**src/rtl/rcs_pkg.sv**
```systemverilog
package rcs_pkg;
   typedef enum logic {
      BURST_FULL = 1'b0,
      BURST_CHOP = 1'b1
   } burst_e;

   function automatic int gap_max(input int a, input int b);
      return (a > b) ? a : b;
   endfunction
endpackage

```
**src/rtl/rcs_gap_select.sv**
```systemverilog
module rcs_gap_select #(
   parameter int GAP_CHOP = 3,
   parameter int GAP_FULL = 4,
   parameter int CNT_W    = 3
) (
   input  logic             chop,
   output logic [CNT_W-1:0] load_val
);
   import rcs_pkg::*;

   localparam logic [CNT_W-1:0] LD_CHOP = CNT_W'(GAP_CHOP - 1);
   localparam logic [CNT_W-1:0] LD_FULL = CNT_W'(GAP_FULL - 1);

   generate
      if (GAP_CHOP == GAP_FULL) begin : g_same
         logic unused_chop;
         assign unused_chop = chop;
         assign load_val    = LD_FULL;
      end else begin : g_mux
         always_comb begin
            if (burst_e'(chop) == BURST_CHOP) load_val = LD_CHOP;
            else                              load_val = LD_FULL;
         end
      end
   endgenerate
endmodule

```
**src/rtl/rcs_gap_counter.sv**
```systemverilog
module rcs_gap_counter #(
   parameter int CNT_W = 3
) (
   input  logic             clk,
   input  logic             rst_n,
   input  logic             load_en,
   input  logic [CNT_W-1:0] load_val,
   output logic             expired
);
   localparam logic [CNT_W-1:0] ONE  = CNT_W'(1);
   localparam logic [CNT_W-1:0] ZERO = '0;

   logic [CNT_W-1:0] cnt_q;

   always_ff @(posedge clk) begin
      if (!rst_n)            cnt_q <= ZERO;
      else if (load_en)      cnt_q <= load_val;
      else if (cnt_q != ZERO) cnt_q <= cnt_q - ONE;
   end

   assign expired = (cnt_q == ZERO);
endmodule

```
**src/rtl/rcs_issue_gate.sv**
```systemverilog
module rcs_issue_gate (
   input  logic req_valid,
   input  logic req_chop,
   input  logic expired,
   output logic req_ready,
   output logic fire,
   output logic iss_chop
);
   assign req_ready = expired;
   assign fire      = req_valid & expired;
   assign iss_chop  = req_chop;
endmodule

```
**src/rtl/rd_cmd_spacer.sv**
```systemverilog
module rd_cmd_spacer #(
   parameter int GAP_CHOP = 3,
   parameter int GAP_FULL = 4
) (
   input  logic clk,
   input  logic rst_n,
   input  logic req_valid,
   input  logic req_chop,
   output logic req_ready,
   output logic iss_strobe,
   output logic iss_chop
);
   import rcs_pkg::*;

   localparam int GAP_MAX = gap_max(GAP_CHOP, GAP_FULL);
   localparam int CNT_W   = $clog2(GAP_MAX + 1);

   generate
      if (GAP_CHOP < 1) begin : g_bad_chop
         $error("GAP_CHOP must be at least 1");
      end
      if (GAP_FULL < 1) begin : g_bad_full
         $error("GAP_FULL must be at least 1");
      end
   endgenerate

   logic             expired;
   logic             fire;
   logic [CNT_W-1:0] load_val;

   rcs_gap_select #(
      .GAP_CHOP(GAP_CHOP),
      .GAP_FULL(GAP_FULL),
      .CNT_W   (CNT_W)
   ) u_sel (
      .chop    (req_chop),
      .load_val(load_val)
   );

   rcs_gap_counter #(
      .CNT_W(CNT_W)
   ) u_cnt (
      .clk     (clk),
      .rst_n   (rst_n),
      .load_en (fire),
      .load_val(load_val),
      .expired (expired)
   );

   rcs_issue_gate u_gate (
      .req_valid(req_valid),
      .req_chop (req_chop),
      .expired  (expired),
      .req_ready(req_ready),
      .fire     (fire),
      .iss_chop (iss_chop)
   );

   assign iss_strobe = fire;
endmodule

```
**config.mk**
```make
export PLATFORM = sky130hd
export DESIGN_NAME = rd_cmd_spacer
export DESIGN_NICKNAME = d
export VERILOG_FILES = /design/src/rtl/rcs_pkg.sv /design/src/rtl/rcs_gap_select.sv /design/src/rtl/rcs_gap_counter.sv /design/src/rtl/rcs_issue_gate.sv /design/src/rtl/rd_cmd_spacer.sv
export SDC_FILE = /design/constraint.sdc
export NUM_CORES = 1
export LEC_CHECK = 0
export BUFFER_PORTS_ARGS = -buffer_cell sky130_fd_sc_hd__buf_2
export CAP_MARGIN = 20
export CORE_AREA = 2 2 39 41
export CTS_BUF_LIST = sky130_fd_sc_hd__clkbuf_16
export CTS_CLUSTER_DIAMETER = 200
export DETAILED_ROUTE_END_ITERATION = 8
export DIE_AREA = 0 0 41 43
export PLACE_DENSITY = 0.44
export SLEW_MARGIN = 0
export SYNTH_ARGS = -nofsm -noshare
export SYNTH_HDL_FRONTEND = slang
export SYNTH_SLANG_ARGS = --single-unit
```
**constraint.sdc**
```tcl
create_clock -name clk -period 1.6 [get_ports clk]
set_input_delay 0.48 -clock clk [delete_from_list [all_inputs] [get_ports clk]]
set_output_delay 0.48 -clock clk [all_outputs]
set_load 0.02 [all_outputs]
```
==> impl_metrics.csv, run 1 <==
group,metric,value,unit
run_status,status,"finished with violations",
run_status,violations,"negative setup slack",
power_and_ir_drop,power_frac_clock,39.3,%
clocking,path_clk_slew,0.03,ns
detailed_routing,drt_iter0_drc,2,
cells_and_area,reg_top3,"u_cnt.cnt_q (3)",
cells_and_area,syn2layout_area_growth,88.8,%
cells_and_area,final_nets,43,
detailed_routing,antenna_left,0,
timing,period_minus_slack,1.62,ns
critical_path,slowest_stage,"dfxtp_2",
global_routing,gr-usage-met1,8.36,%
critical_path,end_kind,"primary output",
clocking,cts_tree,"built",
critical_path,cp-start-kind,"flop",
hold_path,hp-class,"reg -> reg",
critical_path,crit_chain,"inv_2 > ha_4 > nor2b_4 > and2_4 > buf_6",
timing,finalCritPeriodShare,101,%
clocking,htreeDepth,1,
die,io_pins,7,
global_routing,first_global_vias,199,
detailed_routing,drc,0,
power_and_ir_drop,power.internal,0.706,mW
cells_and_area,diodes,0,
die,die_h,43,µm
timing,setup_ws,-0.0170,ns
timing,finalSetupViolCount,1,
critical_path,crit_required,1.12,ns
yosys,synth-seq-cells,3,
cells_and_area,layout-drive-gt1-share,66.7,%
yosys,syn_inst,22,
placement,portBuffers,6,
global_routing,top_usage_layer,"met2",
power_and_ir_drop,power.density,2460,nW/µm²
die,core_area,1380,µm²
yosys,yosysSeqAreaShare,28.4,%
yosys,synth_top_area_share,28.4,%
global_routing,grt_overflow,0,
die,start_util,15.3,%
power_and_ir_drop,swShare,28.0,%
yosys,synth_area_leaders,"dfxtp_1 28%, ha_1 12%, o32ai_2 7.7%",
critical_path,criticalPathCategory,"reg -> out",
clocking,cts_sinks,3,
critical_path,worstPathMaxFanout,3,
placement,gp_congestion,0.642,
clocking,cts_made_buffers,3,
yosys,syn_area_per_cell,9.61,µm²
cells_and_area,layout.cells.non_filler,52,
power_and_ir_drop,worst_ir_drop_vdd,1.00,mV
clocking,cts.path.max_buffers,2,
power_and_ir_drop,finalPower,0.981,mW
cells_and_area,nFillCells,149,
power_and_ir_drop,combPwrFrac,46.0,%
global_routing,grtUsageTotal,8.23,%
timing,max_slew_margin,84.6,%
timing,rsz0062_at_grt,"yes",
detailed_routing,vias,192,
placement,placed_cells,44,
yosys,yosys.area.top_type,"dfxtp_1",
cells_and_area,mostFrequentLayoutCells,"5 x buf_2, 5 x buf_4, 3 x clkbuf_16",
timing,worstMarginPinSlew,0.231,ns
placement,placement.cell_area,267,µm²
cells_and_area,final_area,399,µm²
die,dieArea,1760,µm²
cells_and_area,largest_reg_flops,3,
die,dieWidth,41,µm
global_routing,antenna_found_initial,0,
power_and_ir_drop,power.leakage,0.183,nW
timing,hold_violations,0,
detailed_routing,firstDrtPassIters,2,
power_and_ir_drop,switchingPower,0.275,mW
critical_path,crit_path_max_incr_delay,0.31,ns
timing,fmax,618,MHz
yosys,synth_nets,28,
power_and_ir_drop,p_seq_share,14.7,%
detailed_routing,wl_per_cell,9.52,µm
global_routing,grt_pass1_wl,848,µm
yosys,synth_area,211,µm²
critical_path,worstPathArrival,1.14,ns
global_routing,grtUsageMet2,10.9,%
timing,skew,0.00181,ns
clocking,cts_root_buf,"clkbuf_16",
timing,tns,-0.0170,ns
cells_and_area,top_register,"u_cnt.cnt_q",
die,core.rowCount,14,
timing,worst_hold_slack,0.465,ns
global_routing,grt_max_degree,6,
detailed_routing,drt_wl_total,495,µm
timing,slew_violations,0,
yosys,synth_cell_types,17,
global_routing,grt_util_met3,4.71,%
yosys,synth_warnings,0,
clocking,clk_latency,0.22,ns
job,cap_violations,0,
detailed_routing,routed_via_density,3.69,
-- layout make-up --
cell class,count,area (µm²),share of cell area [%]
multi-input combinational,16,156,39.2
clock buffer,3,75.1,18.8
timing repair buffer,11,73.8,18.5
sequential,3,62.6,15.7
tap,16,20.0,5.02
inverter,2,7.51,1.88
clock inverter,1,3.75,0.940
-- routing by layer --
metal	part of all wire (%)	wire (µm)
met1	41	202
met2	50	249
met5	0	0
met3	8.7	43
met4	0	0
-- logic make-up (layout without fill, tap and decap cells) --
family	after synthesis	after routing	share of synthesized area, %
flops	3	3	28.4
simple gates	11	11	36.7
buf+inv	3	17	7.10
mux	1	1	4.73
fa+ha+maj	2	2	11.8
compound gates	2	2	11.2
-- power by group through the flow --
stage	clock network (mW)	registers (mW)	logic, mW
after global routing	0.400	0.148	0.509
after global placement	0	0.139	0.308
after detailed placement	0	0.139	0.302
after CTS	0.394	0.144	0.415
after floorplan	0	0.134	0.228
final	0.385	0.145	0.451
-- through the flow --
stage,util [%],setup WS [ns]
2_1_floorplan,-,0.0796
6_report,28.8,-0.0170
5_1_grt,28.8,-0.0655
4_1_cts,28.3,-0.00355
3_3_place_gp,19.3,0.0810
3_5_place_dp,19.3,0.0791
-- cell usage after synthesis, drive strengths merged --
cell type	number
dfxtp	3
and2	2
ha	2
inv	2
nand2b	2
nor2b	2
nor3b	2
buf	1
mux2i	1
nand2	1
nand3b	1
nor2	1
o21a	1
o32ai	1
-- repair_timing --
item                                    in CTS  in global routing
endpoints found under the setup margin       2                  2
gates resized for setup                      9                  0
hold buffers                                 0                  0
endpoints found under the hold margin        0                  0
buffers inserted                             3                  1
pin swaps                                    2                  1
-- final timing paths --
path / from / endpoint / slack, ns / depth (start not counted)
setup / recovery: u_cnt.cnt_q[0] / iss_strobe / -0.02 / 5
setup reg to reg: u_cnt.cnt_q[0] / u_cnt.cnt_q[1] / 0.44 / 6
hold / removal: u_cnt.cnt_q[1] / u_cnt.cnt_q[1] / 0.46 / 2
hold reg to reg: u_cnt.cnt_q[1] / u_cnt.cnt_q[1] / 0.46 / 2
-- critical path, delay by kind of cell, from the launching register on --
family	cells	cell delay [ns]
flops	1	0.31
simple gates	2	0.29
buf+inv	2	0.18
fa+ha+maj	1	0.14
Power figures use the tool's default switching activity.
==> run 2: changes to the inputs <==
--- a/config.mk
+++ b/config.mk
@@ -12,8 +12,9 @@
 export CTS_CLUSTER_DIAMETER = 200
 export DETAILED_ROUTE_END_ITERATION = 8
 export DIE_AREA = 0 0 41 43
-export PLACE_DENSITY = 0.44
+export PLACE_DENSITY = 0.47
 export SLEW_MARGIN = 0
 export SYNTH_ARGS = -nofsm -noshare
 export SYNTH_HDL_FRONTEND = slang
+export SYNTH_HIERARCHICAL = 1
 export SYNTH_SLANG_ARGS = --single-unit
==> run 2 against run 1 <==
  * The flow now finishes without violations
  * Register-to-register slack got worse by 0.34 ns
  * Flip-flop and latch count stayed put
  * Via count grew 26%
  * Critical path type unchanged
==> impl_metrics.csv, run 2 <==
group,metric,value,unit
yosys,synth_nets,36,
yosys,ys_async_sr_fraction,0,%
yosys,synth_area,253,µm²
placement,placed_cells,53,
yosys,ys_top_cells_by_count,"5 x inv_1, 4 x buf_4, 3 x dfxtp_1, 3 x nor2b_1",
die,die_h,43,µm
timing,finalSetupViolCount,0,
yosys,ys.flop_type,"dfxtp_1",
placement,portBuffers,6,
timing,period_minus_slack,1.59,ns
global_routing,grt_max_degree,7,
detailed_routing,drt_iter0_drc,0,
cells_and_area,final_area,479,µm²
timing,skew,0.00236,ns
run_status,status,"complete, no violations",
power_and_ir_drop,power.density,2570,nW/µm²
cells_and_area,top_register,"u_cnt/cnt_q",
yosys,synth_top_area_share,23.8,%
cells_and_area,final_nets,55,
yosys,syn_area_per_cell,8.42,µm²
cells_and_area,final-seq-area,62.6,µm²
yosys,yosysSeqAreaShare,23.8,%
power_and_ir_drop,power.leakage,0.234,nW
yosys,yosysMostFrequentCell,"inv_1",
detailed_routing,drt_wl_total,650,µm
critical_path,end_kind,"primary output",
cells_and_area,nFillCells,156,
detailed_routing,vias,242,
timing,finalCritPeriodShare,99.5,%
cells_and_area,final_common_cell,"buf_4",
power_and_ir_drop,worst_ir_drop_vdd,1.04,mV
cells_and_area,mostFrequentLayoutCells,"12 x buf_4, 4 x buf_2",
clocking,path_clk_slew,0.03,ns
detailed_routing,firstDrtPassIters,1,
detailed_routing,wl_per_cell,10.2,µm
cells_and_area,reg_top3,"u_cnt/cnt_q (3)",
global_routing,grtUsageTotal,10.4,%
timing,setup_ws,0.00841,ns
cells_and_area,layout.cells.non_filler,64,
die,dieWidth,41,µm
yosys,yosys.area.top_type,"dfxtp_1",
cells_and_area,diodes,0,
detailed_routing,drc,0,
critical_path,cp-start-kind,"flop",
cells_and_area,largest_reg_flops,3,
hold_path,hp-class,"in -> reg",
global_routing,grt_pass1_wl,1030,µm
critical_path,worstPathArrival,1.11,ns
critical_path,criticalPathCategory,"reg -> out",
placement,dpl.hpwl,353,µm
yosys,synth_cell_types,14,
placement,dp_slack,-0.0313,ns
cells_and_area,multi_input_area,166,µm²
yosys,synth_area_leaders,"dfxtp_1 24%, buf_4 12%, ha_1 9.9%",
cells_and_area,syn2layout_area_growth,89.6,%
timing,slew_violations,0,
die,start_util,18.3,%
timing,rsz0062_at_grt,"yes",
die,dieArea,1760,µm²
clocking,cts_sinks,3,
cells_and_area,layout-drive-gt1-share,64.6,%
yosys,synth_warnings,6,
yosys,syn_inst,30,
detailed_routing,routed_via_density,3.78,
die,io_pins,7,
global_routing,grt_overflow,0,
placement,placement.cell_area,310,µm²
clocking,cts.path.max_buffers,2,
detailed_routing,antenna_left,0,
timing,hold_violations,0,
placement,gp_congestion,0.665,
clocking,cts_made_buffers,3,
clocking,cts_tree,"built",
clocking,clk_latency,0.23,ns
global_routing,antenna_found_initial,0,
global_routing,first_global_vias,243,
yosys,synth_edf_count,0,
timing,fmax,628,MHz
clocking,cts_hold_buffers,0,
die,core.rowCount,14,
clocking,cts_root_buf,"clkbuf_16",
clocking,htreeDepth,1,
job,cap_violations,0,
die,core_area,1380,µm²
yosys,synth-seq-cells,3,
critical_path,crit_required,1.12,ns
critical_path,worstPathMaxFanout,2,
run 2: worst max-delay path, stage by stage (launching register included):
cell,delay [ns]
dfxtp_2,0.32
inv_2,0.05
ha_4,0.16
nand2b_4,0.06
inv_2,0.03
and2_4,0.13
buf_6,0.12
run 2: layout make-up:
cell class	count	area share [%]
clock buffers	3	15.7
clock inverters	1	0.783
inverters	5	3.92
multi-input cells	18	34.7
flip-flops and latches	3	13.1
well taps	16	4.18
repair buffers	18	27.7
run 2: where the power goes:
part	internal (mW)	switching (mW)	total (mW)	leakage, nW
Combinational	0.428	0.269	0.697	0.166
Clock	0.322	0.0721	0.395	0.0423
Sequential	0.117	0.0224	0.140	0.0255
run 2: through the flow:
stage / util [%] / setup TNS [ns] / hold WS (ns) / power [mW]
floorplan: - / 0 / 0.559 / 0.417
CTS: 33.1 / -0.0141 / 0.495 / 1.16
detailed placement: 22.4 / -0.0313 / 0.594 / 0.565
global route: 34.6 / -0.0429 / 0.511 / 1.32
global placement: 22.4 / -0.0186 / 0.593 / 0.565
finish: 34.6 / 0 / 0.497 / 1.23
run 2: per-layer routing:
metal	share of wire, %	routed length, µm	track usage (%)	up-vias
li1	-	-	-	127
met1	32	206	7.05	103
met2	54	352	15.3	7
met3	7.2	47	6.28	5
met4	6.8	44	14.0	0
met5	0	0	0	-
run 2: kinds of logic after synthesis:
| group | count (synthesis) | share of synthesized area [%] |
|---|---|---|
| AO/OA/AOI/OAI | 3 | 11.9 |
| adder cells (fa/ha/maj) | 2 | 9.90 |
| buffers and inverters | 9 | 19.3 |
| flip-flops | 3 | 23.8 |
| other | 2 | 2.97 |
| AND/OR/NAND/NOR | 11 | 32.2 |
run 2: path summary, 6_finish.rpt:
kind | startpoint | depth (start not counted) | slack [ns] | end
worst max-delay path | u_cnt/cnt_q[1] | 6 | 0.008 | iss_strobe
worst min-delay path | rst_n | 2 | 0.50 | u_cnt/cnt_q[2]
worst max register to register | u_cnt/cnt_q[1] | 7 | 0.10 | u_cnt/cnt_q[0]
worst min register to register | u_cnt/cnt_q[1] | 2 | 0.68 | u_cnt/cnt_q[1]
run 2: what timing repair did:
action,in CTS,in global routing
endpoints found under the setup margin,2,2
endpoints found under the hold margin,0,0
pin swaps,2,3
buffers inserted,5,2
gates resized for setup,12,2
